### src/rtl/rtc_bridge_pkg.sv
package rtc_bridge_pkg;

  localparam int REG_W     = 32;
  localparam int CTRL_W    = 16;
  localparam int READY_BIT = 15;
  localparam int ERR_BIT   = 14;

  localparam logic [CTRL_W-1:0] CMD_CLEAR = 16'd0;
  localparam logic [CTRL_W-1:0] CMD_SET   = 16'd1;
  localparam logic [CTRL_W-1:0] CMD_GET   = 16'd2;

  typedef enum logic [1:0] {
    OP_NONE = 2'd0,
    OP_SET  = 2'd1,
    OP_GET  = 2'd2
  } op_e;

  // BCD calendar record, first field most significant
  typedef struct packed {
    logic [7:0] yr;
    logic [7:0] mo;
    logic [7:0] dy;
    logic [7:0] dw;
    logic [7:0] hr;
    logic [7:0] mi;
    logic [7:0] se;
  } rtc_time_t;

  localparam int TIME_W  = $bits(rtc_time_t);
  localparam int NIBBLES = TIME_W / 4;

  localparam rtc_time_t RESET_TIME = '{yr: 8'h00, mo: 8'h01, dy: 8'h01,
                                       dw: 8'h06, hr: 8'h00, mi: 8'h00,
                                       se: 8'h00};

  function automatic logic [7:0] bcd_to_bin(input logic [7:0] b);
    return 8'(b[7:4]) * 8'd10 + 8'(b[3:0]);
  endfunction

  function automatic logic [7:0] bcd_inc(input logic [7:0] b);
    if (b[3:0] >= 4'd9) return {b[7:4] + 4'd1, 4'd0};
    return {b[7:4], b[3:0] + 4'd1};
  endfunction

  // Last day of the month, in BCD
  function automatic logic [7:0] month_len(input logic [7:0] mo,
                                           input logic [7:0] yr);
    logic [7:0] ybin;
    ybin = bcd_to_bin(yr);
    case (mo)
      8'h02:                      return (ybin[1:0] == 2'd0) ? 8'h29 : 8'h28;
      8'h04, 8'h06, 8'h09, 8'h11: return 8'h30;
      default:                    return 8'h31;
    endcase
  endfunction

  function automatic rtc_time_t regs_to_time(input logic [31:0] lo,
                                             input logic [31:0] hi);
    rtc_time_t t;
    t.yr = lo[7:0];
    t.mo = lo[15:8];
    t.dy = lo[23:16];
    t.dw = lo[31:24];
    t.hr = hi[7:0];
    t.mi = hi[15:8];
    t.se = hi[23:16];
    return t;
  endfunction

endpackage

### src/rtl/rtc_rec_check.sv
module rtc_rec_check
  import rtc_bridge_pkg::*;
(
  input  rtc_time_t rec,
  output logic      rec_ok
);

  logic [TIME_W-1:0]  flat;
  logic [NIBBLES-1:0] nib_ok;
  logic [7:0]         last_day;
  logic               range_ok;

  assign flat = rec;

  for (genvar i = 0; i < NIBBLES; i++) begin : g_nib
    assign nib_ok[i] = (flat[i*4 +: 4] <= 4'd9);
  end

  assign last_day = month_len(rec.mo, rec.yr);

  // With every nibble decimal, BCD bytes compare like binary numbers
  always_comb begin
    range_ok = (rec.mo >= 8'h01) && (rec.mo <= 8'h12) &&
               (rec.dy >= 8'h01) && (rec.dy <= last_day) &&
               (rec.hr <= 8'h23) && (rec.mi <= 8'h59) &&
               (rec.se <= 8'h59) && (rec.dw <= 8'h06);
  end

  assign rec_ok = (&nib_ok) && range_ok;

endmodule

### src/rtl/rtc_timekeeper.sv
module rtc_timekeeper
  import rtc_bridge_pkg::*;
(
  input  logic      clk,
  input  logic      rst_n,
  input  logic      tick,
  input  logic      load_en,
  input  rtc_time_t load_val,
  output rtc_time_t now
);

  rtc_time_t nxt;
  logic      c_mi, c_hr, c_dy, c_mo, c_yr;

  always_comb begin
    nxt  = now;
    c_mi = (now.se == 8'h59);
    c_hr = c_mi && (now.mi == 8'h59);
    c_dy = c_hr && (now.hr == 8'h23);
    c_mo = c_dy && (now.dy == month_len(now.mo, now.yr));
    c_yr = c_mo && (now.mo == 8'h12);

    nxt.se = c_mi ? 8'h00 : bcd_inc(now.se);
    if (c_mi) nxt.mi = c_hr ? 8'h00 : bcd_inc(now.mi);
    if (c_hr) nxt.hr = c_dy ? 8'h00 : bcd_inc(now.hr);
    if (c_dy) begin
      nxt.dy = c_mo ? 8'h01 : bcd_inc(now.dy);
      nxt.dw = (now.dw >= 8'h06) ? 8'h00 : now.dw + 8'h01;
    end
    if (c_mo) nxt.mo = c_yr ? 8'h01 : bcd_inc(now.mo);
    if (c_yr) nxt.yr = (now.yr == 8'h99) ? 8'h00 : bcd_inc(now.yr);
  end

  always_ff @(posedge clk) begin
    if (!rst_n)       now <= RESET_TIME;
    else if (load_en) now <= load_val;
    else if (tick)    now <= nxt;
  end

  // time moves only on a tick or a load
  p_hold_without_tick_r9: assert property (@(posedge clk) disable iff (!rst_n)
    (!tick && !load_en) |=> $stable(now));

  // seconds always hold a legal BCD value
  p_sec_legal_r9: assert property (@(posedge clk) disable iff (!rst_n)
    (now.se[3:0] <= 4'd9) && (now.se <= 8'h59));

  // the day never passes the length of its month
  p_day_in_month_r10: assert property (@(posedge clk) disable iff (!rst_n)
    now.dy <= month_len(now.mo, now.yr));

endmodule

### src/rtl/rtc_cmd_fsm.sv
module rtc_cmd_fsm
  import rtc_bridge_pkg::*;
#(
  parameter int CMD_CYCLES = 8
) (
  input  logic              clk,
  input  logic              rst_n,
  input  logic              ctrl_we,
  input  logic [CTRL_W-1:0] ctrl_wdata,
  input  logic              rec_ok,
  output logic              busy,
  output logic              err,
  output logic [1:0]        last_op,
  output logic              load_en,
  output logic              capture_en
);

  localparam int CNT_W = $clog2(CMD_CYCLES + 1);

  logic [CNT_W-1:0] cnt;
  op_e              op;
  logic             armed;
  logic             done, is_clear, is_start;

  assign done     = busy && (cnt == '0);
  assign is_clear = ctrl_we && !busy && (ctrl_wdata == CMD_CLEAR);
  assign is_start = ctrl_we && !busy && armed &&
                    ((ctrl_wdata == CMD_SET) || (ctrl_wdata == CMD_GET));

  assign load_en    = done && (op == OP_SET) && rec_ok;
  assign capture_en = done && (op == OP_GET);

  always_ff @(posedge clk) begin
    if (!rst_n) begin
      busy    <= 1'b0;
      cnt     <= '0;
      op      <= OP_NONE;
      armed   <= 1'b1;
      err     <= 1'b0;
      last_op <= OP_NONE;
    end else begin
      if (done) begin
        busy  <= 1'b0;
        armed <= 1'b0;
        err   <= (op == OP_SET) ? !rec_ok : 1'b0;
      end else if (is_clear) begin
        err     <= 1'b0;
        armed   <= 1'b1;
        last_op <= OP_NONE;
      end else if (is_start) begin
        busy    <= 1'b1;
        cnt     <= CNT_W'(CMD_CYCLES - 1);
        op      <= op_e'(ctrl_wdata[1:0]);
        last_op <= ctrl_wdata[1:0];
      end
      if (busy && (cnt != '0)) cnt <= cnt - 1'b1;
    end
  end

  // an accepted command makes the bridge busy on the next cycle
  p_start_busy_r3: assert property (@(posedge clk) disable iff (!rst_n)
    is_start |=> busy);

  // the countdown stays inside the window
  p_cnt_bound_r3: assert property (@(posedge clk) disable iff (!rst_n)
    busy |-> (cnt < CNT_W'(CMD_CYCLES)));

  // the error flag changes only at completion or on a clear
  p_err_stable_r7: assert property (@(posedge clk) disable iff (!rst_n)
    (!done && !is_clear) |=> $stable(err));

  // a control write in the busy window neither stops nor retargets it
  p_busy_ignore_r8: assert property (@(posedge clk) disable iff (!rst_n)
    (busy && !done && ctrl_we) |=> (busy && $stable(op) && $stable(last_op)));

  // completion leaves the bridge idle
  p_done_idle_r7: assert property (@(posedge clk) disable iff (!rst_n)
    done |=> !busy);

endmodule

### src/rtl/rtc_cmd_bridge.sv
module rtc_cmd_bridge
  import rtc_bridge_pkg::*;
#(
  parameter int CMD_CYCLES = 8,
  parameter int ADDR_W     = 2
) (
  input  logic              clk,
  input  logic              rst_n,
  input  logic              tick_pps,
  input  logic              bus_we,
  input  logic [ADDR_W-1:0] bus_addr,
  input  logic [31:0]       bus_wdata,
  output logic [31:0]       bus_rdata
);

  localparam logic [ADDR_W-1:0] A_CTRL = ADDR_W'(0);
  localparam logic [ADDR_W-1:0] A_LO   = ADDR_W'(1);
  localparam logic [ADDR_W-1:0] A_HI   = ADDR_W'(2);

  logic [31:0] data_lo;
  logic [23:0] data_hi;
  logic        busy, err, load_en, capture_en, rec_ok;
  logic [1:0]  last_op;
  rtc_time_t   rec, now;

  assign rec = regs_to_time(data_lo, {8'h00, data_hi});

  rtc_rec_check u_check (
    .rec    (rec),
    .rec_ok (rec_ok)
  );

  rtc_cmd_fsm #(.CMD_CYCLES(CMD_CYCLES)) u_fsm (
    .clk        (clk),
    .rst_n      (rst_n),
    .ctrl_we    (bus_we && (bus_addr == A_CTRL)),
    .ctrl_wdata (bus_wdata[CTRL_W-1:0]),
    .rec_ok     (rec_ok),
    .busy       (busy),
    .err        (err),
    .last_op    (last_op),
    .load_en    (load_en),
    .capture_en (capture_en)
  );

  rtc_timekeeper u_tk (
    .clk      (clk),
    .rst_n    (rst_n),
    .tick     (tick_pps),
    .load_en  (load_en),
    .load_val (rec),
    .now      (now)
  );

  always_ff @(posedge clk) begin
    if (!rst_n) begin
      data_lo <= '0;
      data_hi <= '0;
    end else if (capture_en) begin
      data_lo <= {now.dw, now.dy, now.mo, now.yr};
      data_hi <= {now.se, now.mi, now.hr};
    end else if (bus_we && !busy) begin
      if (bus_addr == A_LO) data_lo <= bus_wdata;
      if (bus_addr == A_HI) data_hi <= bus_wdata[23:0];
    end
  end

  always_comb begin
    bus_rdata = '0;
    case (bus_addr)
      A_CTRL:  bus_rdata[CTRL_W-1:0] = {!busy, err, 12'h000, last_op};
      A_LO:    bus_rdata = data_lo;
      A_HI:    bus_rdata = {8'h00, data_hi};
      default: bus_rdata = '0;
    endcase
  end

  // the clock is loaded only from a record that passed validation
  p_load_valid_r5: assert property (@(posedge clk) disable iff (!rst_n)
    load_en |-> rec_ok);

  // data words hold through the busy window unless a read lands
  p_data_hold_r8: assert property (@(posedge clk) disable iff (!rst_n)
    (busy && !capture_en) |=> ($stable(data_lo) && $stable(data_hi)));

endmodule

### config.mk
export PLATFORM = sky130hd
export DESIGN_NAME = rtc_cmd_bridge
export DESIGN_NICKNAME = d
export VERILOG_FILES = /design/src/rtl/rtc_bridge_pkg.sv /design/src/rtl/rtc_rec_check.sv /design/src/rtl/rtc_timekeeper.sv /design/src/rtl/rtc_cmd_fsm.sv /design/src/rtl/rtc_cmd_bridge.sv
export SDC_FILE = /design/constraint.sdc
export NUM_CORES = 1
export LEC_CHECK = 0
export CAP_MARGIN = 10
export CORE_ASPECT_RATIO = 0.9
export CORE_MARGIN = 10
export CORE_UTILIZATION = 50
export CTS_CLUSTER_SIZE = 16
export DETAILED_ROUTE_END_ITERATION = 7
export GPL_TIMING_DRIVEN = 0
export PLACE_DENSITY = 0.7
export SYNTH_ARGS = -nofsm -noshare
export SYNTH_HDL_FRONTEND = slang
export SYNTH_HIERARCHICAL = 1
export SYNTH_SLANG_ARGS = --single-unit
export TNS_END_PERCENT = 1
### constraint.sdc
create_clock -name clk -period 10.3 [get_ports clk]
set_input_delay 2.575 -clock clk [delete_from_list [all_inputs] [get_ports clk]]
set_output_delay 2.575 -clock clk [all_outputs]
set_load 0.01 [all_outputs]
[Yosys cells after proc, flatten, opt, wreduce, memory -nomap -nowiden]
Cells that the tools add are included.
Word-level totals
  register bits after elaboration: 123
  input bits: 38
  output and inout bits: 32
  word-level logic and storage cells: 226
Operators by class
  add/subtract/negate cells: 16
  $mul: 2
  $lt $le $gt $ge: 29
  equality and inequality tests: 24
  muxes and demuxes: 60
  bitwise gates (word level): 3
  reductions and logical operators: 71
Operators by type and width (number)
  $mux 8: 23
  $mux 56: 2
  $mux 32: 3
  $mux 24: 3
  $le 4x4->1 const B: 14
  $add 4x1->4 const B: 12
  $pmux 16 s3: 1
  $eq 8x3->1 const B: 4
  $pmux 16 s2: 1
  $pmux 8 s2: 2
  $eq 8x5->1 const B: 3
  $ge 4x4->1 const B: 6
  $reduce_bool 2->1: 12
  $logic_and 1x1->1: 23
  $reduce_and 3->1: 7
  $reduce_and 2->1: 10
  $mux 1: 18
  $reduce_bool 3->1: 6
  $eq 16x1->1 const B: 1
  $eq 16x2->1 const B: 1
  $eq 8x2->1 const B: 2
  $eq 8x4->1 const B: 2
  $eq 8x7->1 const B: 2
  $ge 8x1->1 const B: 2
  other kinds (29): 45

[Depth between registers and ports, before layout]
Gate-level depths: netlist of run 1.
  depth in word-level cells: 15
  mapped depth: 18
  mapped depth without buffers: 15

[Hierarchy]
Netlist of run 1, hierarchy kept.
Modules (own cells, without submodules)
  rtc_timekeeper: times used 1, cells an instance 517, area an instance 4207.8 µm², sequential area each 1121.1 µm²
  rtc_cmd_bridge: times used 1, cells an instance 389, area an instance 3108.0 µm², sequential area each 1121.1 µm²
  rtc_cmd_fsm: times used 1, cells an instance 76, area an instance 678.2 µm², sequential area each 220.2 µm²
  rtc_rec_check: times used 1, cells an instance 47, area an instance 337.8 µm², sequential area each 0.0 µm²

[Worst setup path after synthesis of run 1]
Ideal clock, no wire load.
  path kind: input-to-output
  from: input port bus_addr[1]
  to: output port bus_rdata[0]
  data arrival time: 3.488 ns
  required time: 7.725 ns
  setup slack: 4.237 ns
  stages: 6
  path buffers: 2
  path through: inv_1 > ha_1 > buf_6 > buf_2 > a222oi_1 > nor2_1
Between the ends
  longest elaborated chain between the ends: 2
  elaborated cells on any way between the ends: 4
  those cells by class: 2 x eq/ne; 1 x mux; 1 x reduce/logical
RTL lines
  start: declaration: RTL line rtc_cmd_bridge.sv:11  | input logic [ADDR_W-1:0] bus_addr,
  $eq 2x2->1 (tied with other cells): RTL line rtc_cmd_bridge.sv:70  | case (bus_addr)
  $pmux 16 s3 *: RTL line rtc_cmd_bridge.sv:70
  end: declaration: RTL line rtc_cmd_bridge.sv:13  | output logic [31:0] bus_rdata
Mark *: on every way between the ends. The rest lies on a longest branch, timed or not.

[Worst setup path in the final report of run 1]
Same ends and word-level chain as after synthesis.

==> results of run 1 <==
## worst max-delay path, cell delays in order
cell	delay, ns
clkdlybuf4s50_1	0.56
inv_1	0.09
ha_1	0.19
buf_6	0.13
buf_2	0.19
a222oi_1	0.56
nor2_1	0.10
clkdlybuf4s50_1	0.50
## power breakdown
part	internal [mW]	switching [mW]	leakage [nW]	total [mW]
combinational	0.0488	0.0677	2.32	0.116
clock	0.411	0.212	0.307	0.623
sequential	0.485	0.0152	0.995	0.500
total	0.945	0.295	3.63	1.24
## area by class of cell
cell class / count / area [µm²]
clock inverter: 7 / 110
multi-input combinational: 795 / 5340
fill: 1485 / 6340
inverter: 42 / 158
clock buffer: 25 / 505
sequential: 123 / 2460
timing repair buffer: 69 / 691
tap: 207 / 259
buffer: 69 / 368
## worst max-delay path by stage
stage	start	cells after the start	to	slack, ns
after floorplan	bus_addr[1]	6	bus_rdata[0]	4.24
after global placement	bus_addr[1]	8	bus_rdata[13]	2.87
after detailed placement	bus_addr[1]	8	bus_rdata[0]	2.87
after CTS	bus_addr[1]	8	bus_rdata[13]	2.86
after global routing	bus_addr[1]	8	bus_rdata[0]	2.75
final	bus_addr[1]	8	bus_rdata[0]	2.81
## through the flow
stage          area (µm²)  setup WS [ns]  total power [mW]
4_1_cts              9900           2.86              1.24
2_1_floorplan        8330           4.24             0.570
3_5_place_dp         9280           2.87             0.623
3_3_place_gp         9280           2.87             0.621
5_1_grt              9900           2.75              1.27
6_report             9900           2.81              1.24
## sequential cells by signal (all words and copies together) (netlist names)
| register | flops |
|---|---|
| u_tk/now | 56 |
| data_lo | 32 |
| data_hi | 24 |
| u_fsm/cnt | 4 |
| u_fsm/last_op | 2 |
| u_fsm/op | 2 |
| u_fsm/armed | 1 |
| u_fsm/busy | 1 |
| u_fsm/err | 1 |
## synthesized netlist by cell type, types with 4 or more instances
master / instances
a32oi_1: 4
a31oi_1: 6
ha_1: 44
nor2_1: 60
nor4_2: 4
nand4_1: 6
a211o_1: 6
o31ai_1: 5
o21a_1: 4
inv_1: 41
o211a_1: 10
o311a_1: 4
a21oi_1: 79
nand2_1: 112
dfxtp_1: 123
nand3_1: 30
nor3b_1: 9
nor3_1: 9
nand3b_1: 8
a222oi_1: 6
and3_1: 12
a22oi_1: 27
o211ai_1: 13
xor2_1: 10
nor2b_1: 19
nand2b_1: 13
and2_1: 9
a21oi_2: 61
mux2i_1: 8
buf_6: 5
a211oi_1: 9
o22ai_1: 4
o21ai_0: 101
buf_2: 18
clkbuf_1: 40
a21boi_0: 13
nor4_1: 8
## cells by family after synthesis
kind of cell	after synthesis	synth area share [%]
buffers and inverters	111	6.31
AOI/OAI and AO/OA	397	33.9
DFF	123	29.6
and+or+nand+nor	331	21.1
adders and majority gates	44	6.61
muxes	10	1.23
xor gates and xnor gates	13	1.37
## metal layers
| layer | vias up | wire length (µm) | track usage, % |
|---|---|---|---|
| met3 | 91 | 2820 | 5.92 |
| met1 | 4025 | 12300 | 33.8 |
| met5 | - | 0 | 0 |
| met2 | 431 | 13600 | 41.3 |
| li1 | 3970 | - | - |
| met4 | 0 | 1150 | 12.5 |
==> results.json, run 1 <==
{
  "tightest_slew_ns": 0.947,
  "rsz0062_at_grt": "false",
  "clock_sinks": 123,
  "synth.distinct_cells": 84,
  "antenna_found_initial": 0,
  "yosysTopAreaCell": "dfxtp_1",
  "synth_area_um2": 8330,
  "outcome": "completed",
  "ys_top_cells_by_area": "dfxtp_1 30%, ha_1 6.6%, a21oi_2 6.4%",
  "p_leak_nw": 3.63,
  "place.gp.congestion": 1.02,
  "synthFlopType": "dfxtp_1",
  "drcViolationCount": 0,
  "hold_path.class": "reg2reg",
  "grt_max_degree": 17,
  "fin_nets": 1199,
  "synthArstFlopShare_pct": 0,
  "worstHoldStart": "data_hi[20]",
  "instances_no_fill": 1337,
  "reg2reg_from": "data_lo[13]",
  "antenna-diode-count": 0,
  "viasPerCell": 6.37,
  "vdd_ir_drop_max_v": 0.000118,
  "post-route-min-period_ns": 7.49,
  "die_h_um": 142,
  "finalSetupViolCount": 0,
  "synth_edf_count": 0,
  "cts.path.max_buffers": 2,
  "r2r-end": "u_tk/now[13]",
  "mostFrequentLayoutCells": "123 x dfxtp_1, 112 x nand2_1, 101 x o21ai_0",
  "dpl.hpwl_um": 23100,
  "drt_pass1_iterations": 6,
  "period_share_pct": 72.7,
  "ios": 70,
  "worstSetupEndpointType": "output pin",
  "cts_tree": "yes",
  "ant_nets": 0,
  "fin_util_pct": 60.9,
  "grt_pass1_wl_um": 45700,
  "routed_wl_um": 29900,
  "num_vias": 8517,
  "post-place-cells": 1305,
  "p_per_area_nw_per_um2": 125,
  "avgRoutedWirePerCell_um": 22.4,
  "grt_pass1_vias": 7963,
  "finClkSkew_ns": 0.0114,
  "synth_nets": 1111,
  "grt_overflow": 0,
  "avgSynthCellArea_um2": 8.10,
  "min_to": "data_hi[20]",
  "dieArea_um2": 22200,
  "crit_required_ns": 7.73,
  "hold_buffers": 0,
  "clkLatencyLatePin_ns": 0.43,
  "hold_viol": 0,
  "yosys_warnings": 6,
  "drv_slew": 0,
  "die_w_um": 156,
  "drive_above_1_share_pct": 12.9,
  "ys_ff_latch": 123,
  "clkTransAtPathRegs_ns": 0.05,
  "hold_ws_ns": 0.496,
  "worstPathArrival_ns": 4.91,
  "row_count": 44,
  "seq_area_frac_synth_pct": 29.6,
  "crit_path_start_kind": "primary input",
  "area_delta_synth_final_pct": 18.8,
  "ff2ff_path_depth": 15,
  "whs_path_depth": 2,
  "htreeDepth": 4,
  "mostFrequentLayoutCell": "dfxtp_1",
  "r2r_setup_slack_ns": 4.85,
  "cts_root_buf": "clkbuf_16",
  "grt_use_total_pct": 26.4,
  "post_cts_resize_count": 0,
  "fin_tns_setup_ns": 0,
  "port_buffers": 69,
  "path_class": "in2out",
  "drt_iter0_drc": 1062,
  "syn-instance-count": 1029,
  "fmax_mhz": 134,
  "max_cap_violations": 0,
  "timing.max_slew.rel_slack_pct": 36.9,
  "path_max_fanout": 10,
  "numCtsBuffers": 17,
  "start_util_pct": 51.3,
  "core_um2": 16200,
  "synth.top_cell.area_share_pct": 29.6,
  "postCtsSetupRepairBufs": 0
}
(Power assumes the default switching activity.)
==> inputs of run 2 (changes only) <==
clock period = 7.3 ns   (was 10.3 ns; I/O delays follow)
==> results of run 2 <==
Same layout as run 1 (identical final DEF). Status: completed.
Main changes from that run: setup slack after placement 2.87 ns -> 1.37 ns; setup slack after layout 2.81 ns -> 1.31 ns; register-to-register setup slack 4.85 ns -> 1.85 ns; total power 1.24 mW -> 1.75 mW; worst IR drop on VDD 0.000118 V -> 0.000167 V
